[config.mk]
export PLATFORM = sky130hd
export DESIGN_NAME = ring_copy_engine
export DESIGN_NICKNAME = d
export VERILOG_FILES = /design/src/rtl/rce_pkg.sv /design/src/rtl/rce_regs.sv /design/src/rtl/rce_engine.sv /design/src/rtl/ring_copy_engine.sv
export SDC_FILE = /design/constraint.sdc
export NUM_CORES = 1
export LEC_CHECK = 0
export BUFFER_PORTS_ARGS = -buffer_cell sky130_fd_sc_hd__buf_2
export CAP_MARGIN = 20
export CORE_AREA = 8 8 257 259
export CTS_BUF_LIST = sky130_fd_sc_hd__clkbuf_16
export DETAILED_ROUTE_END_ITERATION = 7
export DIE_AREA = 0 0 265 267
export GPL_TIMING_DRIVEN = 0
export SLEW_MARGIN = 5
export SYNTH_ARGS = -nofsm -noshare
export SYNTH_HDL_FRONTEND = slang
export SYNTH_HIERARCHICAL = 1
export SYNTH_SLANG_ARGS = --single-unit
[constraint.sdc]
create_clock -name clk -period 4.04 [get_ports clk]
set_input_delay 0.202 -clock clk [delete_from_list [all_inputs] [get_ports clk]]
set_output_delay 0.202 -clock clk [all_outputs]
set_load 0.02 [all_outputs]
[src/rtl/rce_pkg.sv]
package rce_pkg;
  localparam int REG_AW = 12;

  localparam logic [REG_AW-1:0] OFS_SRC_BASE = 12'h000;
  localparam logic [REG_AW-1:0] OFS_SRC_CNT  = 12'h004;
  localparam logic [REG_AW-1:0] OFS_SRC_PROD = 12'h008;
  localparam logic [REG_AW-1:0] OFS_SRC_CONS = 12'h00C;
  localparam logic [REG_AW-1:0] OFS_DST_BASE = 12'h100;
  localparam logic [REG_AW-1:0] OFS_DST_CNT  = 12'h104;
  localparam logic [REG_AW-1:0] OFS_DST_PROD = 12'h108;
  localparam logic [REG_AW-1:0] OFS_DST_CONS = 12'h10C;
  localparam logic [REG_AW-1:0] OFS_GLOBAL   = 12'h204;
  localparam logic [REG_AW-1:0] OFS_CLEAR    = 12'h208;

  typedef enum logic [3:0] {
    ST_IDLE, ST_F1, ST_F2, ST_F3, ST_F4, ST_F5,
    ST_CRD, ST_CW1, ST_CW2, ST_WB, ST_ADV
  } eng_state_t;
endpackage

[src/rtl/rce_regs.sv]
module rce_regs
  import rce_pkg::*;
#(
  parameter int IDX_W = 16,
  parameter int AW    = 32,
  parameter int DW    = 32
) (
  input  logic              clk,
  input  logic              rst,
  input  logic              reg_we,
  input  logic              reg_re,
  input  logic [REG_AW-1:0] reg_addr,
  input  logic [DW-1:0]     reg_wdata,
  output logic [DW-1:0]     reg_rdata,
  output logic [AW-1:0]     src_base,
  output logic [AW-1:0]     dst_base,
  output logic [IDX_W-1:0]  idx_mask,
  output logic [IDX_W-1:0]  src_prod,
  output logic [IDX_W-1:0]  dst_prod,
  output logic              run,
  output logic              hold,
  input  logic [IDX_W-1:0]  slot_idx,
  input  logic              busy
);
  logic [IDX_W:0] src_cnt, dst_cnt;
  logic           en_src, en_dst, clr_src, clr_dst;
  logic [DW-1:0]  rd_mux;

  assign idx_mask = IDX_W'(src_cnt - 1'b1);
  assign run      = en_src & en_dst;
  assign hold     = clr_src | clr_dst;

  always_ff @(posedge clk) begin
    if (rst) begin
      src_base <= '0; dst_base <= '0;
      src_cnt  <= '0; dst_cnt  <= '0;
      src_prod <= '0; dst_prod <= '0;
      en_src   <= 1'b0; en_dst  <= 1'b0;
      clr_src  <= 1'b0; clr_dst <= 1'b0;
    end else if (reg_we) begin
      case (reg_addr)
        OFS_SRC_BASE: src_base <= AW'(reg_wdata);
        OFS_SRC_CNT:  src_cnt  <= reg_wdata[IDX_W:0];
        OFS_SRC_PROD: src_prod <= reg_wdata[IDX_W-1:0];
        OFS_DST_BASE: dst_base <= AW'(reg_wdata);
        OFS_DST_CNT:  dst_cnt  <= reg_wdata[IDX_W:0];
        OFS_DST_PROD: dst_prod <= reg_wdata[IDX_W-1:0];
        OFS_GLOBAL: begin
          en_src <= reg_wdata[0];
          en_dst <= reg_wdata[2];
        end
        OFS_CLEAR: begin
          clr_src <= reg_wdata[0];
          clr_dst <= reg_wdata[16];
        end
        default: ;
      endcase
    end
  end

  always_comb begin
    rd_mux = '0;
    case (reg_addr)
      OFS_SRC_BASE: rd_mux = DW'(src_base);
      OFS_SRC_CNT:  rd_mux = DW'(src_cnt);
      OFS_SRC_PROD: rd_mux = DW'(src_prod);
      OFS_SRC_CONS: rd_mux = DW'(slot_idx);
      OFS_DST_BASE: rd_mux = DW'(dst_base);
      OFS_DST_CNT:  rd_mux = DW'(dst_cnt);
      OFS_DST_PROD: rd_mux = DW'(dst_prod);
      OFS_DST_CONS: rd_mux = DW'(slot_idx);
      OFS_GLOBAL:   rd_mux = DW'({busy, en_dst, busy, en_src});
      OFS_CLEAR:    rd_mux = DW'({clr_dst, 15'b0, clr_src});
      default:      rd_mux = '0;
    endcase
  end

  always_ff @(posedge clk) begin
    if (rst)         reg_rdata <= '0;
    else if (reg_re) reg_rdata <= rd_mux;
  end
endmodule

[src/rtl/rce_engine.sv]
module rce_engine
  import rce_pkg::*;
#(
  parameter int          IDX_W    = 16,
  parameter int          AW       = 32,
  parameter int          DW       = 32,
  parameter int          DONE_BIT = 31,
  parameter logic [13:0] MAX_LEN  = 14'h3F80
) (
  input  logic             clk,
  input  logic             rst,
  input  logic             run,
  input  logic             hold,
  input  logic [AW-1:0]    src_base,
  input  logic [AW-1:0]    dst_base,
  input  logic [IDX_W-1:0] idx_mask,
  input  logic [IDX_W-1:0] src_prod,
  input  logic [IDX_W-1:0] dst_prod,
  output logic [IDX_W-1:0] slot_idx,
  output logic             busy,
  output logic             mem_req,
  output logic             mem_we,
  output logic [AW-1:0]    mem_addr,
  output logic [DW-1:0]    mem_wdata,
  input  logic [DW-1:0]    mem_rdata
);
  localparam int LAST_BIT = DONE_BIT - 1;
  localparam int LEN_LO   = 16;
  localparam int LEN_W    = 14;
  localparam int WC_W     = LEN_W - 1;
  localparam int SLOT_SH  = 4;
  localparam int WORD_B   = DW / 8;

  eng_state_t        st;
  logic [IDX_W-1:0]  idx, idx_next;
  logic [AW-1:0]     sa, da, slot_off, src_slot, dst_slot;
  logic [DW-1:0]     dflags, wb_word;
  logic [WC_W-1:0]   wleft, wc_new;
  logic              src_last, can_start;
  logic [LEN_W-1:0]  len_raw, len_cl;
  logic [LEN_W:0]    len_rnd;

  assign slot_off  = AW'(idx) << SLOT_SH;
  assign src_slot  = src_base + slot_off;
  assign dst_slot  = dst_base + slot_off;
  assign len_raw   = mem_rdata[LEN_LO +: LEN_W];
  assign len_cl    = (len_raw > MAX_LEN) ? MAX_LEN : len_raw;
  assign len_rnd   = {1'b0, len_cl} + (LEN_W+1)'(WORD_B - 1);
  assign wc_new    = len_rnd[LEN_W:2];
  assign idx_next  = (idx + 1'b1) & idx_mask;
  assign can_start = run && !hold && (idx != src_prod) && (idx != dst_prod);
  assign slot_idx  = idx;
  assign busy      = (st != ST_IDLE);

  always_comb begin
    wb_word           = dflags;
    wb_word[DONE_BIT] = 1'b1;
    wb_word[LAST_BIT] = src_last;
  end

  always_ff @(posedge clk) begin
    if (rst) begin
      st <= ST_IDLE; idx <= '0;
      sa <= '0; da <= '0; dflags <= '0; wleft <= '0; src_last <= 1'b0;
      mem_req <= 1'b0; mem_we <= 1'b0; mem_addr <= '0; mem_wdata <= '0;
    end else begin
      mem_req <= 1'b0;
      mem_we  <= 1'b0;
      case (st)
        ST_IDLE: begin
          if (hold) idx <= '0;
          else if (can_start) begin
            mem_req <= 1'b1; mem_addr <= src_slot; st <= ST_F1;
          end
        end
        ST_F1: begin
          mem_req <= 1'b1; mem_addr <= src_slot + AW'(WORD_B); st <= ST_F2;
        end
        ST_F2: begin
          mem_req <= 1'b1; mem_addr <= dst_slot; sa <= AW'(mem_rdata);
          st <= ST_F3;
        end
        ST_F3: begin
          mem_req  <= 1'b1; mem_addr <= dst_slot + AW'(WORD_B);
          wleft    <= wc_new; src_last <= mem_rdata[LAST_BIT];
          st       <= ST_F4;
        end
        ST_F4: begin
          da <= AW'(mem_rdata); st <= ST_F5;
        end
        ST_F5: begin
          dflags <= mem_rdata;
          st     <= (wleft == '0) ? ST_WB : ST_CRD;
        end
        ST_CRD: begin
          mem_req <= 1'b1; mem_addr <= sa; st <= ST_CW1;
        end
        ST_CW1: st <= ST_CW2;
        ST_CW2: begin
          mem_req   <= 1'b1; mem_we <= 1'b1;
          mem_addr  <= da;   mem_wdata <= mem_rdata;
          sa        <= sa + AW'(WORD_B);
          da        <= da + AW'(WORD_B);
          wleft     <= wleft - 1'b1;
          st        <= (wleft == WC_W'(1)) ? ST_WB : ST_CRD;
        end
        ST_WB: begin
          mem_req   <= 1'b1; mem_we <= 1'b1;
          mem_addr  <= dst_slot + AW'(WORD_B);
          mem_wdata <= wb_word;
          st        <= ST_ADV;
        end
        ST_ADV: begin
          idx <= idx_next; st <= ST_IDLE;
        end
        default: st <= ST_IDLE;
      endcase
    end
  end
endmodule

[src/rtl/ring_copy_engine.sv]
module ring_copy_engine
  import rce_pkg::*;
#(
  parameter int IDX_W    = 16,
  parameter int DONE_BIT = 31
) (
  input  logic              clk,
  input  logic              rst,
  input  logic              reg_we,
  input  logic              reg_re,
  input  logic [REG_AW-1:0] reg_addr,
  input  logic [31:0]       reg_wdata,
  output logic [31:0]       reg_rdata,
  output logic              mem_req,
  output logic              mem_we,
  output logic [31:0]       mem_addr,
  output logic [31:0]       mem_wdata,
  input  logic [31:0]       mem_rdata
);
  localparam int AW = 32;
  localparam int DW = 32;

  logic [AW-1:0]    src_base, dst_base;
  logic [IDX_W-1:0] idx_mask, src_prod, dst_prod, slot_idx;
  logic             run, hold, busy;

  rce_regs #(.IDX_W(IDX_W), .AW(AW), .DW(DW)) u_regs (
    .clk(clk), .rst(rst), .reg_we(reg_we), .reg_re(reg_re),
    .reg_addr(reg_addr), .reg_wdata(reg_wdata), .reg_rdata(reg_rdata),
    .src_base(src_base), .dst_base(dst_base), .idx_mask(idx_mask),
    .src_prod(src_prod), .dst_prod(dst_prod), .run(run), .hold(hold),
    .slot_idx(slot_idx), .busy(busy)
  );

  rce_engine #(.IDX_W(IDX_W), .AW(AW), .DW(DW), .DONE_BIT(DONE_BIT)) u_eng (
    .clk(clk), .rst(rst), .run(run), .hold(hold),
    .src_base(src_base), .dst_base(dst_base), .idx_mask(idx_mask),
    .src_prod(src_prod), .dst_prod(dst_prod), .slot_idx(slot_idx),
    .busy(busy), .mem_req(mem_req), .mem_we(mem_we), .mem_addr(mem_addr),
    .mem_wdata(mem_wdata), .mem_rdata(mem_rdata)
  );
endmodule

==> impl_metrics.env <==
export IMPL_layout_min_cycle_time_ns=4.03
export IMPL_cts_tree="done"
export IMPL_multi_input_area_mm2=0.0135
export IMPL_die_area_mm2=0.0708
export IMPL_num_vias=23000
export IMPL_placed_area_mm2=0.0233
export IMPL_grt_pass1_wl_mm=133
export IMPL_drt_first_pass_iters=6
export IMPL_final_area_mm2=0.0255
export IMPL_slew_headroom_pct=27.7
export IMPL_yosys_area_top_type="dfxtp_1"
export IMPL_fillCellCount=6461
export IMPL_power_frac_seq_pct=46.4
export IMPL_crit_path_start_kind="flip-flop"
export IMPL_avgSynthCellArea_um2=7.54
export IMPL_required_ns=4.49
export IMPL_synth_mux_area_fraction_pct=5.29
export IMPL_hold_depth=3
export IMPL_h_tree_depth=2
export IMPL_synth_edf_count=0
export IMPL_r2r_cells=13
export IMPL_drive_gt1_share_pct=12.3
export IMPL_root_buffer="clkbuf_16"
export IMPL_hold_viol=0
export IMPL_ys_flop_type="dfxtp_1"
export IMPL_finalSetupViolCount=0
export IMPL_fmax_mhz=248
export IMPL_die_h_um=267
export IMPL_swShare_pct=24.4
export IMPL_synth_top_family_by_area="simple AND/OR/NAND/NOR gates"
export IMPL_crit_type="reg2reg"
export IMPL_area_sequential_mm2=0.00723
export IMPL_synth_seq_cells=360
export IMPL_power_frac_clock_pct=48.6
export IMPL_ys_async_sr_fraction_pct=0
export IMPL_dp_hpwl_mm=68.5
export IMPL_synthCells=2846
export IMPL_crit_path_top_delay_cell="or4b_4"
export IMPL_grt_pass1_vias=21000
export IMPL_synth_nets=2967
export IMPL_clockBufferDepth=3
export IMPL_final_common_cell="nand2_1"
export IMPL_combinationalPowerShare_pct=4.9
export IMPL_synth_cell_types=100
export IMPL_die_w_um=265
export IMPL_worstSkewPairLatency_ns=0.59
export IMPL_track_usage_pct=24.2
export IMPL_ant_nets=0
export IMPL_rows=92
export IMPL_slew_violations=0
export IMPL_fin_skew_ns=0.0279
export IMPL_crit_chain="ha_2 -> inv_1 -> fa_2 -> nand2b_4 -> a211o_4 -> a21o_1 -> and3b_2 -> or4b_4 -> a22oi_2 -> nand3_2 -> or4b_4 -> xnor2_1 -> a221o_1"
export IMPL_internal_power_mw=5.77
export IMPL_drt_iter0_markers=2382
export IMPL_crit_path_frequent_cell="or4b_4"
export IMPL_drc=0
export IMPL_layout_common_cells="nand2_1 (512), dfxtp_1 (344), a21oi_1 (330)"
export IMPL_wl_per_cell_um=22.8
export IMPL_synth_xor_area_share_pct=4.65
export IMPL_outcome="finished, final reports clean"
export IMPL_antenna_found_initial=1
export IMPL_cp_depth=13
export IMPL_holdCritPathClass="in2reg"
export IMPL_gp_congestion=0.994
export IMPL_io_pins=178
export IMPL_synth_compound_area_share_pct=24.6
export IMPL_grt_max_degree=13
export IMPL_wl_mm=90.2
export IMPL_vdd_drop_max_mv=0.276
export IMPL_synth_simple_gate_area_share_pct=25.1
export IMPL_final_core_util_pct=41.0
export IMPL_netlist_area_leader_share_pct=33.6
export IMPL_leakagePower_nw=9.24
export IMPL_start_util_pct=34.5
export IMPL_timing_final_crit_share_pct=99.8
export IMPL_crit_path_end_kind="flip-flop"
export IMPL_syn_to_final_growth_pct=18.8
export IMPL_io_buffer_count=168
export IMPL_yosys_top_cells_area="dfxtp_1 (34%), nand2_1 (9.0%), a21oi_1 (7.8%), nor2_1 (4.1%), mux2i_1 (3.9%)"
export IMPL_worst_pin_slew_ns=1.08
export IMPL_critPathMaxStageDelay_ns=0.56
export IMPL_viasPerCell=5.82
export IMPL_gr_total_overflow=0
export IMPL_worstPathMaxFanout=7
export IMPL_switchingPower_mw=1.87
export IMPL_clk_pin_slew_ns=0.06
export IMPL_diodes=0
export IMPL_nets=3244
export IMPL_netlist_area_mm2=0.0215
export IMPL_cts_buffers=43
export IMPL_yosysSeqAreaShare_pct=33.6
export IMPL_clock_sinks=360
export IMPL_yosysWarnings=6
export IMPL_maxCapViolations=0
export IMPL_arrival_ns=4.48
export IMPL_p_per_area_mw_per_mm2=300
export IMPL_critPathTopFamily="simple AND/OR/NAND/NOR gates"
export IMPL_path_buf_inv=1
export IMPL_core_mm2=0.0622
export IMPL_synth_fa_ha_area_share_pct=2.46
export IMPL_rsz0062_at_grt="true"
worst paths after layout:
path	start	endpoint	slack, ns
setup reg to reg	u_regs/dst_base[4]$_SDFFE_PP0P_	u_eng/mem_addr[27]$_SDFFE_PP0P_	0.007
setup / recovery	u_regs/dst_base[4]$_SDFFE_PP0P_	u_eng/mem_addr[27]$_SDFFE_PP0P_	0.007
hold / removal	reg_re	u_regs/reg_rdata[0]$_SDFFE_PP0P_	0.1
hold reg to reg	u_eng/mem_addr[23]$_SDFFE_PP0P_	u_eng/mem_addr[23]$_SDFFE_PP0P_	0.44
layer usage:
metal  up-vias  track usage, %  wire, um
li1      10800               -         -
met1     10800            32.7     39200
met2      1130            38.3     39800
met3       196            3.21      6860
met4         0            11.0      4390
met5         -               0         0
power groups by stage:
stage	sequential [mW]	clock, mW	combinational (mW)
6_report	3.55	3.72	0.375
4_1_cts	3.55	3.79	0.366
3_3_place_gp	3.63	0	0.325
5_1_grt	3.55	3.92	0.388
3_5_place_dp	3.63	0	0.322
2_1_floorplan	3.63	0	0.130
kinds of logic after synthesis:
group	count (synthesis)
simple gates	1163
compound gates	830
flops	360
buf+inv	230
xor+xnor	113
mux	109
fa+ha+maj	41
flip-flops by register name (all words and copies together) (netlist names), 17 cells and up:
signal	count
u_eng/dflags	30
u_regs/src_base	32
u_eng/mem_wdata	32
u_regs/dst_base	32
u_eng/mem_addr	32
u_eng/sa	32
u_eng/da	32
u_regs/src_cnt	17
u_regs/dst_cnt	17
u_regs/reg_rdata	32
cell type report:
type,instances,area share [%]
well taps,799,3.92
multi-input cells,2256,53.0
clock inverters,30,0.913
clock buffers,43,4.22
plain buffers,192,3.17
flip-flops and latches,360,28.4
repair buffers,232,5.79
inverters,38,0.560
synthesized netlist by cell type, types with 52 or more instances:
| cell | count |
|---|---|
| a21oi_1 | 333 |
| a221oi_1 | 52 |
| clkbuf_1 | 147 |
| nand3_1 | 83 |
| xnor2_1 | 57 |
| dfxtp_1 | 360 |
| o21ai_0 | 148 |
| nor2_1 | 237 |
| nand2_1 | 513 |
| xor2_1 | 55 |
| nor3_1 | 54 |
| mux2i_1 | 83 |
| a211oi_1 | 52 |
what timing repair did:
action,in CTS,in global routing
endpoints found under the setup margin,24,25
pin swaps,3,8
hold buffers,57,0
hold endpoints to repair,168,0
setup buffers,4,3
gates resized for setup,48,30
tightest hold or removal path: cells and delay by family:
| family | cells | cell delay, ns |
|---|---|---|
| buffers and inverters | 1 | 0.17 |
| and+or+nand+nor | 1 | 0.16 |
| AOI/OAI and AO/OA | 1 | 0.09 |
through the flow:
stage / setup TNS (ns) / power (mW) / setup slack [ns] / std cells / hold slack, ns
finish: 0 / 7.64 / 0.00745 / 3950 / 0.0988
global route: -0.163 / 7.85 / -0.0956 / 3950 / 0.151
CTS: 0 / 7.70 / 0.00750 / 3947 / 0.0829
detailed placement: -12.57 / 3.95 / -1.11 / 3813 / 0.434
global placement: -12.98 / 3.95 / -1.16 / 3813 / 0.423
floorplan: 0 / 3.76 / 0.0664 / 2846 / 0.338
(Power assumes the default switching activity.)
